$ cat src/rtl/trig_seq_pkg.sv
package trig_seq_pkg;

    typedef enum logic [1:0] {
        MODE_SINGLE = 2'b00,
        MODE_REPEAT = 2'b01,
        MODE_GATED  = 2'b10,
        MODE_RSVD   = 2'b11
    } trig_mode_e;

    typedef enum logic [1:0] {
        ST_IDLE  = 2'b00,
        ST_ARMED = 2'b01,
        ST_BURST = 2'b10,
        ST_PAUSE = 2'b11
    } seq_state_e;

    // synchronized view of the external line
    typedef struct packed {
        logic level;
        logic rise;
        logic fall;
    } line_evt_t;

    // pick the active edge of the synchronized line
    function automatic logic pick_edge(line_evt_t e, logic falling);
        return falling ? e.fall : e.rise;
    endfunction

endpackage

$ cat src/rtl/trig_sync_edge.sv
module trig_sync_edge
    import trig_seq_pkg::*;
#(
    parameter int STAGES = 2
) (
    input  logic      clk,
    input  logic      rst,
    input  logic      din,
    output line_evt_t evt
);
    logic [STAGES-1:0] chain;
    logic              prev;

    always_ff @(posedge clk) begin
        if (rst) begin
            chain <= '0;
            prev  <= 1'b0;
        end else begin
            chain <= {chain[STAGES-2:0], din};
            prev  <= chain[STAGES-1];
        end
    end

    always_comb begin
        evt.level = chain[STAGES-1];
        evt.rise  = chain[STAGES-1] & ~prev;
        evt.fall  = ~chain[STAGES-1] & prev;
    end
endmodule

$ cat src/rtl/trig_pulse_gen.sv
module trig_pulse_gen #(
    parameter int PW_W = 32
) (
    input  logic            clk,
    input  logic            rst,
    input  logic            fire,
    input  logic [PW_W-1:0] width,
    output logic            pulse
);
    logic [PW_W-1:0] left;
    logic            active;

    always_ff @(posedge clk) begin
        if (rst) begin
            left   <= '0;
            active <= 1'b0;
        end else if (fire) begin
            left   <= width;
            active <= 1'b1;
        end else if (active) begin
            if (left == '0) begin
                active <= 1'b0;
            end else begin
                left <= left - 1'b1;
            end
        end
    end

    assign pulse = active;
endmodule

$ cat src/rtl/trig_burst_ctrl.sv
module trig_burst_ctrl
    import trig_seq_pkg::*;
#(
    parameter int CNT_W  = 16,
    parameter int TRIG_W = 8
) (
    input  logic              clk,
    input  logic              rst,
    input  logic              start_ok,
    input  logic              sw_start,
    input  trig_mode_e        mode_in,
    input  logic              use_ext,
    input  logic              fall_edge,
    input  line_evt_t         evt,
    input  logic              sample_en,
    input  logic [CNT_W-1:0]  sample_count,
    input  logic [TRIG_W-1:0] retrig_count,
    output logic              xfer_en,
    output logic              busy,
    output logic              done
);
    localparam logic [CNT_W-1:0]  CNT_ONE  = CNT_W'(1);
    localparam logic [TRIG_W-1:0] TRIG_ONE = TRIG_W'(1);

    seq_state_e        state;
    logic [CNT_W-1:0]  burst_len;
    logic [CNT_W-1:0]  samp_left;
    logic [TRIG_W-1:0] trig_left;
    logic              ext_q;
    logic              fall_q;

    logic [CNT_W-1:0]  cnt_eff;
    logic [TRIG_W-1:0] trg_eff;
    logic              trig_hit;
    logic              last_samp;

    always_comb begin
        cnt_eff = (sample_count == '0) ? CNT_ONE : sample_count;
        if (mode_in == MODE_REPEAT) begin
            trg_eff = (retrig_count == '0) ? TRIG_ONE : retrig_count;
        end else begin
            trg_eff = TRIG_ONE;
        end
        trig_hit  = ext_q ? pick_edge(evt, fall_q) : sw_start;
        xfer_en   = sample_en &&
                    ((state == ST_BURST) || ((state == ST_PAUSE) && !evt.level));
        last_samp = (samp_left == CNT_ONE) &&
                    ((state == ST_PAUSE) || (trig_left == TRIG_ONE));
        done      = xfer_en && last_samp;
        busy      = (state != ST_IDLE);
    end

    always_ff @(posedge clk) begin
        if (rst) begin
            state     <= ST_IDLE;
            burst_len <= '0;
            samp_left <= '0;
            trig_left <= '0;
            ext_q     <= 1'b0;
            fall_q    <= 1'b0;
        end else begin
            unique case (state)
                ST_IDLE: begin
                    if (start_ok) begin
                        burst_len <= cnt_eff;
                        samp_left <= cnt_eff;
                        trig_left <= trg_eff;
                        ext_q     <= use_ext;
                        fall_q    <= fall_edge;
                        if (mode_in == MODE_GATED) begin
                            state <= ST_PAUSE;
                        end else if (use_ext) begin
                            state <= ST_ARMED;
                        end else begin
                            state <= ST_BURST;
                        end
                    end
                end
                ST_ARMED: begin
                    if (trig_hit) begin
                        samp_left <= burst_len;
                        state     <= ST_BURST;
                    end
                end
                ST_BURST: begin
                    if (xfer_en) begin
                        if (samp_left == CNT_ONE) begin
                            if (trig_left == TRIG_ONE) begin
                                state <= ST_IDLE;
                            end else begin
                                trig_left <= trig_left - 1'b1;
                                state     <= ST_ARMED;
                            end
                        end else begin
                            samp_left <= samp_left - 1'b1;
                        end
                    end
                end
                ST_PAUSE: begin
                    if (xfer_en) begin
                        if (samp_left == CNT_ONE) begin
                            state <= ST_IDLE;
                        end else begin
                            samp_left <= samp_left - 1'b1;
                        end
                    end
                end
                default: state <= ST_IDLE;
            endcase
        end
    end
endmodule

$ cat src/rtl/trig_seq_top.sv
module trig_seq_top
    import trig_seq_pkg::*;
#(
    parameter int CNT_W     = 16,
    parameter int TRIG_W    = 8,
    parameter int PW_W      = 32,
    parameter int SYNC_STGS = 2
) (
    input  logic              clk,
    input  logic              rst,
    input  logic              sample_en,
    input  logic              sw_start,
    input  logic              ext_trig,
    input  logic [1:0]        mode,
    input  logic              use_ext,
    input  logic              fall_edge,
    input  logic [CNT_W-1:0]  sample_count,
    input  logic [TRIG_W-1:0] retrig_count,
    input  logic [PW_W-1:0]   pulse_width,
    output logic              xfer_en,
    output logic              busy,
    output logic              done,
    output logic              trig_out
);
    line_evt_t  line_evt;
    logic       start_ok;
    logic       busy_i;
    trig_mode_e mode_e;

    assign mode_e   = trig_mode_e'(mode);
    assign start_ok = sw_start && !busy_i;
    assign busy     = busy_i;

    trig_sync_edge #(.STAGES(SYNC_STGS)) u_sync (
        .clk (clk),
        .rst (rst),
        .din (ext_trig),
        .evt (line_evt)
    );

    trig_burst_ctrl #(.CNT_W(CNT_W), .TRIG_W(TRIG_W)) u_ctrl (
        .clk          (clk),
        .rst          (rst),
        .start_ok     (start_ok),
        .sw_start     (sw_start),
        .mode_in      (mode_e),
        .use_ext      (use_ext),
        .fall_edge    (fall_edge),
        .evt          (line_evt),
        .sample_en    (sample_en),
        .sample_count (sample_count),
        .retrig_count (retrig_count),
        .xfer_en      (xfer_en),
        .busy         (busy_i),
        .done         (done)
    );

    trig_pulse_gen #(.PW_W(PW_W)) u_pulse (
        .clk   (clk),
        .rst   (rst),
        .fire  (start_ok),
        .width (pulse_width),
        .pulse (trig_out)
    );
endmodule

$ cat config.mk
export PLATFORM = sky130hd
export DESIGN_NAME = trig_seq_top
export DESIGN_NICKNAME = d
export VERILOG_FILES = /design/src/rtl/trig_seq_pkg.sv /design/src/rtl/trig_sync_edge.sv /design/src/rtl/trig_pulse_gen.sv /design/src/rtl/trig_burst_ctrl.sv /design/src/rtl/trig_seq_top.sv
export SDC_FILE = /design/constraint.sdc
export NUM_CORES = 1
export LEC_CHECK = 0
export BUFFER_PORTS_ARGS = -buffer_cell sky130_fd_sc_hd__buf_2
export CORE_MARGIN = 2
export CORE_UTILIZATION = 62
export DETAILED_ROUTE_END_ITERATION = 8
export MAX_ROUTING_LAYER = met4
export PLACE_DENSITY = 0.85
export SYNTH_ARGS = -nofsm -noshare
export SYNTH_HDL_FRONTEND = slang
export SYNTH_SLANG_ARGS = --single-unit
$ cat constraint.sdc
create_clock -name clk -period 5 [get_ports clk]
set_input_delay 0.25 -clock clk [delete_from_list [all_inputs] [get_ports clk]]
set_output_delay 0.25 -clock clk [all_outputs]
set_load 0.05 [all_outputs]
* After elaboration in Yosys (flattened, before gate mapping)
Cells that the tools add are included. W data, S select, Z words.
Storage, ports and cells: register bits 80, input bits 65, output and inout bits 4, word-level logic and storage cells 87
Cells by class: add/subtract/negate cells 3, equality and inequality tests 17, multiplexer cells 31, bitwise logic cells 4, reduce and logical (&&, ||, !) cells 22
Operators with widths (count):
- $mux W32 | 3
- $mux W16 | 5
- $mux W8 | 6
- $pmux W16 S3 | 1
- $logic_not A32 Y1 | 1
- $sub A32 B1 Y32 const B | 1
- $eq A16 B1 Y1 const B | 1
- $logic_not A16 Y1 | 1
- $mux W2 | 8
- $ne A2 B2 Y1 const B | 8
- $pmux W8 S2 | 1
- $sub A16 B1 Y16 const B | 1
- $eq A8 B1 Y1 const B | 1
- $logic_not A8 Y1 | 1
- $pmux W2 S4 | 1
- $sub A8 B1 Y8 const B | 1
- $eq A2 B2 Y1 const B | 3
- $mux W1 | 6
- $reduce_and A6 Y1 | 1
- $reduce_bool A2 Y1 | 3
- $logic_and A1 B1 Y1 | 5
- $reduce_and A5 Y1 | 1
- $eq A2 B1 Y1 const B | 2
- $ne A2 B1 Y1 const B | 2
- other kinds (8) | 13

* Logic depth before layout (Yosys ltp)
depth in word-level cells 6, mapped depth 9, depth with buffers taken out 7

* By module
A second synthesis with hierarchy kept.
Second synthesis, totals: cell total of the unflattened synthesis 578, area total of the unflattened synthesis 4783.3 um^2
Modules (own cells, without submodules):
- trig_burst_ctrl | instances 1, cells each 325, area each 2687.6 um^2, sequential area each 880.8 um^2
- trig_pulse_gen | instances 1, cells each 243, area each 1983.2 um^2, sequential area each 660.6 um^2
- trig_sync_edge | instances 1, cells each 9, area each 98.8 um^2, sequential area each 60.1 um^2
- trig_seq_top | instances 1, cells each 1, area each 13.8 um^2, sequential area each 0.0 um^2

* Worst setup path after synthesis
OpenSTA, ideal clock, no wires.
kind reg-to-output, from reg u_ctrl.state[1], to out done, data arrival time 2.647 ns, data required time 4.750 ns, setup slack 2.103 ns, cell stages (with the launch flop) 7, buffers on the path 2, cells stage by stage dfxtp_1 > clkbuf_1 > clkbuf_1 > nand2_1 > a21oi_1 > nand2_1 > nor2_1
Between the ends: longest elaborated chain between the ends 5, elaborated cells between the ends (all ways) 8, those cells by class eq/ne (2); reduce/logical (6)
RTL lines:
- from (decl) | RTL line trig_burst_ctrl.sv:25 | seq_state_e state;
- from (signal assigned) | RTL line trig_burst_ctrl.sv:55 | state <= ST_IDLE;
- from (signal assigned) | RTL line trig_burst_ctrl.sv:71 | state <= ST_PAUSE;
- from (signal assigned) | RTL line trig_burst_ctrl.sv:73 | state <= ST_ARMED;
- $eq A2 B2 Y1 | RTL line trig_burst_ctrl.sv:46 | ((state == ST_BURST) || ((state == ST_PAUSE) && !evt.level));
- $logic_and A1 B1 Y1 | RTL line trig_burst_ctrl.sv:46
- $logic_or A1 B1 Y1 * | RTL line trig_burst_ctrl.sv:46
- $logic_and A1 B1 Y1 * | RTL line trig_burst_ctrl.sv:45 | xfer_en = sample_en &&
- via xfer_en | RTL line trig_seq_top.sv:20 | output logic xfer_en,
- $logic_and A1 B1 Y1 * | RTL line trig_burst_ctrl.sv:49 | done = xfer_en && last_samp;
- to (decl) | RTL line trig_seq_top.sv:22 | output logic done,
Mark *: on every way through the listed nets, which the timed path passes. The rest lies on a longest branch.

* Final worst setup path
from reg u_pulse.left[5], to reg u_pulse.left[12]
Between the ends: longest elaborated chain between the ends 4, elaborated cells between the ends (all ways) 7, those cells by class add/sub (1); eq/ne (1); mux (3); reduce/logical (2)
RTL lines:
- from (decl) | RTL line trig_pulse_gen.sv:10 | logic [PW_W-1:0] left;
- from (signal assigned) | RTL line trig_pulse_gen.sv:18 | left <= width;
- from (signal assigned) | RTL line trig_pulse_gen.sv:24 | left <= left - 1'b1;
- $sub A32 B1 Y32 | RTL line trig_pulse_gen.sv:24
- $mux W32 | RTL line trig_pulse_gen.sv:21 | if (left == '0) begin
- $mux W32 | RTL line trig_pulse_gen.sv:20 | end else if (active) begin
- $mux W32 | RTL line trig_pulse_gen.sv:17 | end else if (fire) begin
Several ways; a longest one is shown, not always the timed one. The select of a mux whose other input is x is not followed. A chain may end at the register's enable or synchronous reset.

==> metrics.txt <==
Hold Path Class=input port to register; GRT Total Usage=0.290; Post-CTS Resized=0; WS Path Type=register to register; Initial Util=0.631; relative slew slack=0.265; CP cell instances=nor4_1 -> nand4_1 -> o41ai_4 -> buf_4 -> o31ai_1 -> a311oi_1; skew final=11.8 ps; crit end category=register; fmax=0.305 GHz; number of distinct library cells after synthesis=72; Core Region=7650 um^2; Residual DRC=0; outcome=completed; Synth Area in XOR/XNOR=0.00908; fill cell total of the finished layout=630; Synth area leader=dfxtp_1; Root Buffer Master=clkbuf_8; Post-synth top flop=dfxtp_1; via count=approximately 4800; Final Power=0.00178 W; Fin. Hold Viols=0; main combinational cell family by area after synthesis=simple AND/OR/NAND/NOR gates; H-tree levels=3; Final setup viols=0; CTS tree=done; setup TNS=0 ps; crit-path max cell delay=1020 ps; top cells by area, synth=dfxtp_1, nand2_1, a21oi_1; global-route wire length before repair=between 15000 and 20000 um; final instance area=5290 um^2; Die ar.=roughly 8500 um^2; power per cell area=337 nW/um^2; Post-Synth Adder-Cell Area=0.0130; CTS clock-pin slew for the worst setup and hold paths=~80 ps; CP max FO=24; layout cells sized above 1=0.203; DR WL/cell=between 15 and 20 um; RSZ-0062 raised after global routing=false; Overflow after GRT=0; worst hold slack=between 150 and 200 ps; final net count=701; worst skew pair latency=350 ps; yosys warns=0; Ant. Diodes=0; startpoint types=register; CP max stage cell=o41ai_4; antenna viol nets, final=0; CP arrival=3520 ps; ys async rst share=0; pre-CTS WS=1770 ps; DP HPWL=8200 um; maximum VDD drop=0.222 mV; total wire length=11900 um; fin worst setup slack=roughly 1700 ps; Post-CTS Setup Inserts=0; synthesis-to-finish area growth=9.65%; mapped cell area=4820 um^2; minimum clock period=around 3300 ps; cell count after synthesis=590; Avg Inst Size Synth=8.18 um^2; Die W=92.2 um; cts bufs inserted=9; initial antenna violation count=0; worst slew pin tran=1100 ps; vias in the first global route=4168; Final Max Tran Viols=0; port bufs=68; Cell Area, Placed=5090 um^2; Detailed Routing Iterations Pass 1=5; GP Congestion=around 0.9; Worst EP required=5240 ps; Synth Area in Compound Gates=0.268; Vias/cell=6.46; leakage power=1.90 nW; Post-Synth Simple-Gate Area=0.276; Site Rows=32; Seq/Total Area, Yosys=0.332; hold buffers post-CTS=0; CTS sink cnt=80; FF+latch count, synth=80; post-synth net total=660; # IOs=69; largest net degree at the start of global routing=64; post-synthesis mux area share=0.0410; max-cap violation count=0; Die Height=92.2 um; proportion of netlist area held by the largest area contributor=0.332; drt initial violations=between 400 and 500; EDFF count, synth=0; Clock Path Buffers=2; final period utilization=0.656
placed cells by master (no fill, tap or decap), types with 5 or more instances in the layout:
master and count:
inv_1 13, a31oi_1 14, or3_1 17, nor2b_1 6, nor2_1 56, a211oi_1 12, ha_1 5, a311oi_2 7
mux2i_1 13, nand2b_1 5, nand2_1 62, nand3_1 8, dfxtp_1 80, nor3_1 8, o21ai_0 14, buf_2 68
mux2_2 6, a21oi_1 46, buf_4 5, clkbuf_8 11, nand4_1 5, a311oi_1 19, or2_2 9, o21ai_2 5
nor4_1 16, or4_1 26, o31ai_1 22
final timing paths:
path,from,end,slack [ps],cells after the start
worst max-delay path,u_pulse.left[5],u_pulse.left[12],1720,6
worst min-delay path,sample_count[8],u_ctrl.burst_len[8],150,3
worst max register to register,u_pulse.left[5],u_pulse.left[12],1720,6
worst min register to register,u_sync.chain[0],u_sync.chain[1],440,1
synthesized netlist by cell type, types with 4 or more instances:
library cell  number
nand4_1            5
or2_2              9
o31ai_1           22
nand3_1            8
ha_1               5
buf_2              6
nor2_1            56
buf_1              4
xnor2_1            4
nand2_1           63
or4_1             26
inv_1             13
clkbuf_1          25
a21o_1             4
mux2_2             6
a211oi_1          12
or4_2              4
a311oi_1          19
a21oi_1           46
a31oi_1           14
or3_1             17
nor3_1             8
and2_1             4
nor2b_1            6
dfxtp_1           80
o21ai_0           14
nand2b_1           5
o21ai_2            5
mux2i_1           13
nor4_1            16
a311oi_2           7
routing by layer:
metal  share of wire  vias up  global-route usage
li1                -     2323                   -
met1            0.46     2249               0.400
met2            0.47      182               0.448
met3           0.064       13              0.0427
met4           0.011        0              0.0759
met5               0        -                   -
sequential cells by signal (all words and copies together) (netlist names):
| signal | cells |
|---|---|
| u_pulse.pulse | 1 |
| u_sync.chain | 2 |
| u_ctrl.ext_q | 1 |
| u_ctrl.trig_left | 8 |
| u_ctrl.samp_left | 16 |
| u_ctrl.state | 2 |
| u_ctrl.fall_q | 1 |
| u_ctrl.burst_len | 16 |
| u_sync.prev | 1 |
| u_pulse.left | 32 |
metrics by stage:
step,util,cells
2_1_floorplan,-,590
3_3_place_gp,0.666,722
3_5_place_dp,0.666,722
4_1_cts,0.692,738
5_1_grt,0.692,738
6_report,0.692,738
cell type report:
cell class | count | area, um^2 | area share
multi-input combinational | 453 | 2930 | 0.554
timing repair buffer | 73 | 378 | 0.0714
sequential | 80 | 1600 | 0.303
clock inverter | 3 | 40.0 | 0.00757
clock buffer | 13 | 159 | 0.0300
tap | 102 | 128 | 0.0241
inverter | 14 | 52.6 | 0.00994
worst max-delay path, delay by kind of cell (launching register included):
kind	cells	cell delay, ps
buffers and inverters	1	400
AO/OA/AOI/OAI	3	1410
flip-flops	1	370
AND/OR/NAND/NOR	2	980
power breakdown:
group / switching [W] / internal [W]
sequential: 0.0000689 / 0.000704
combinational: 0.000320 / 0.000201
clock: 0.000229 / 0.000257
kinds of logic (layout without fill, tap and decap cells):
group	after synthesis	after routing
DFF	80	80
adders and majority gates	5	5
xor gates and xnor gates	5	5
AOI/OAI and AO/OA	176	176
and+or+nand+nor	248	248
muxes	19	19
buffers and inverters	57	103
No activity file was read; power rests on OpenSTA's default activity.
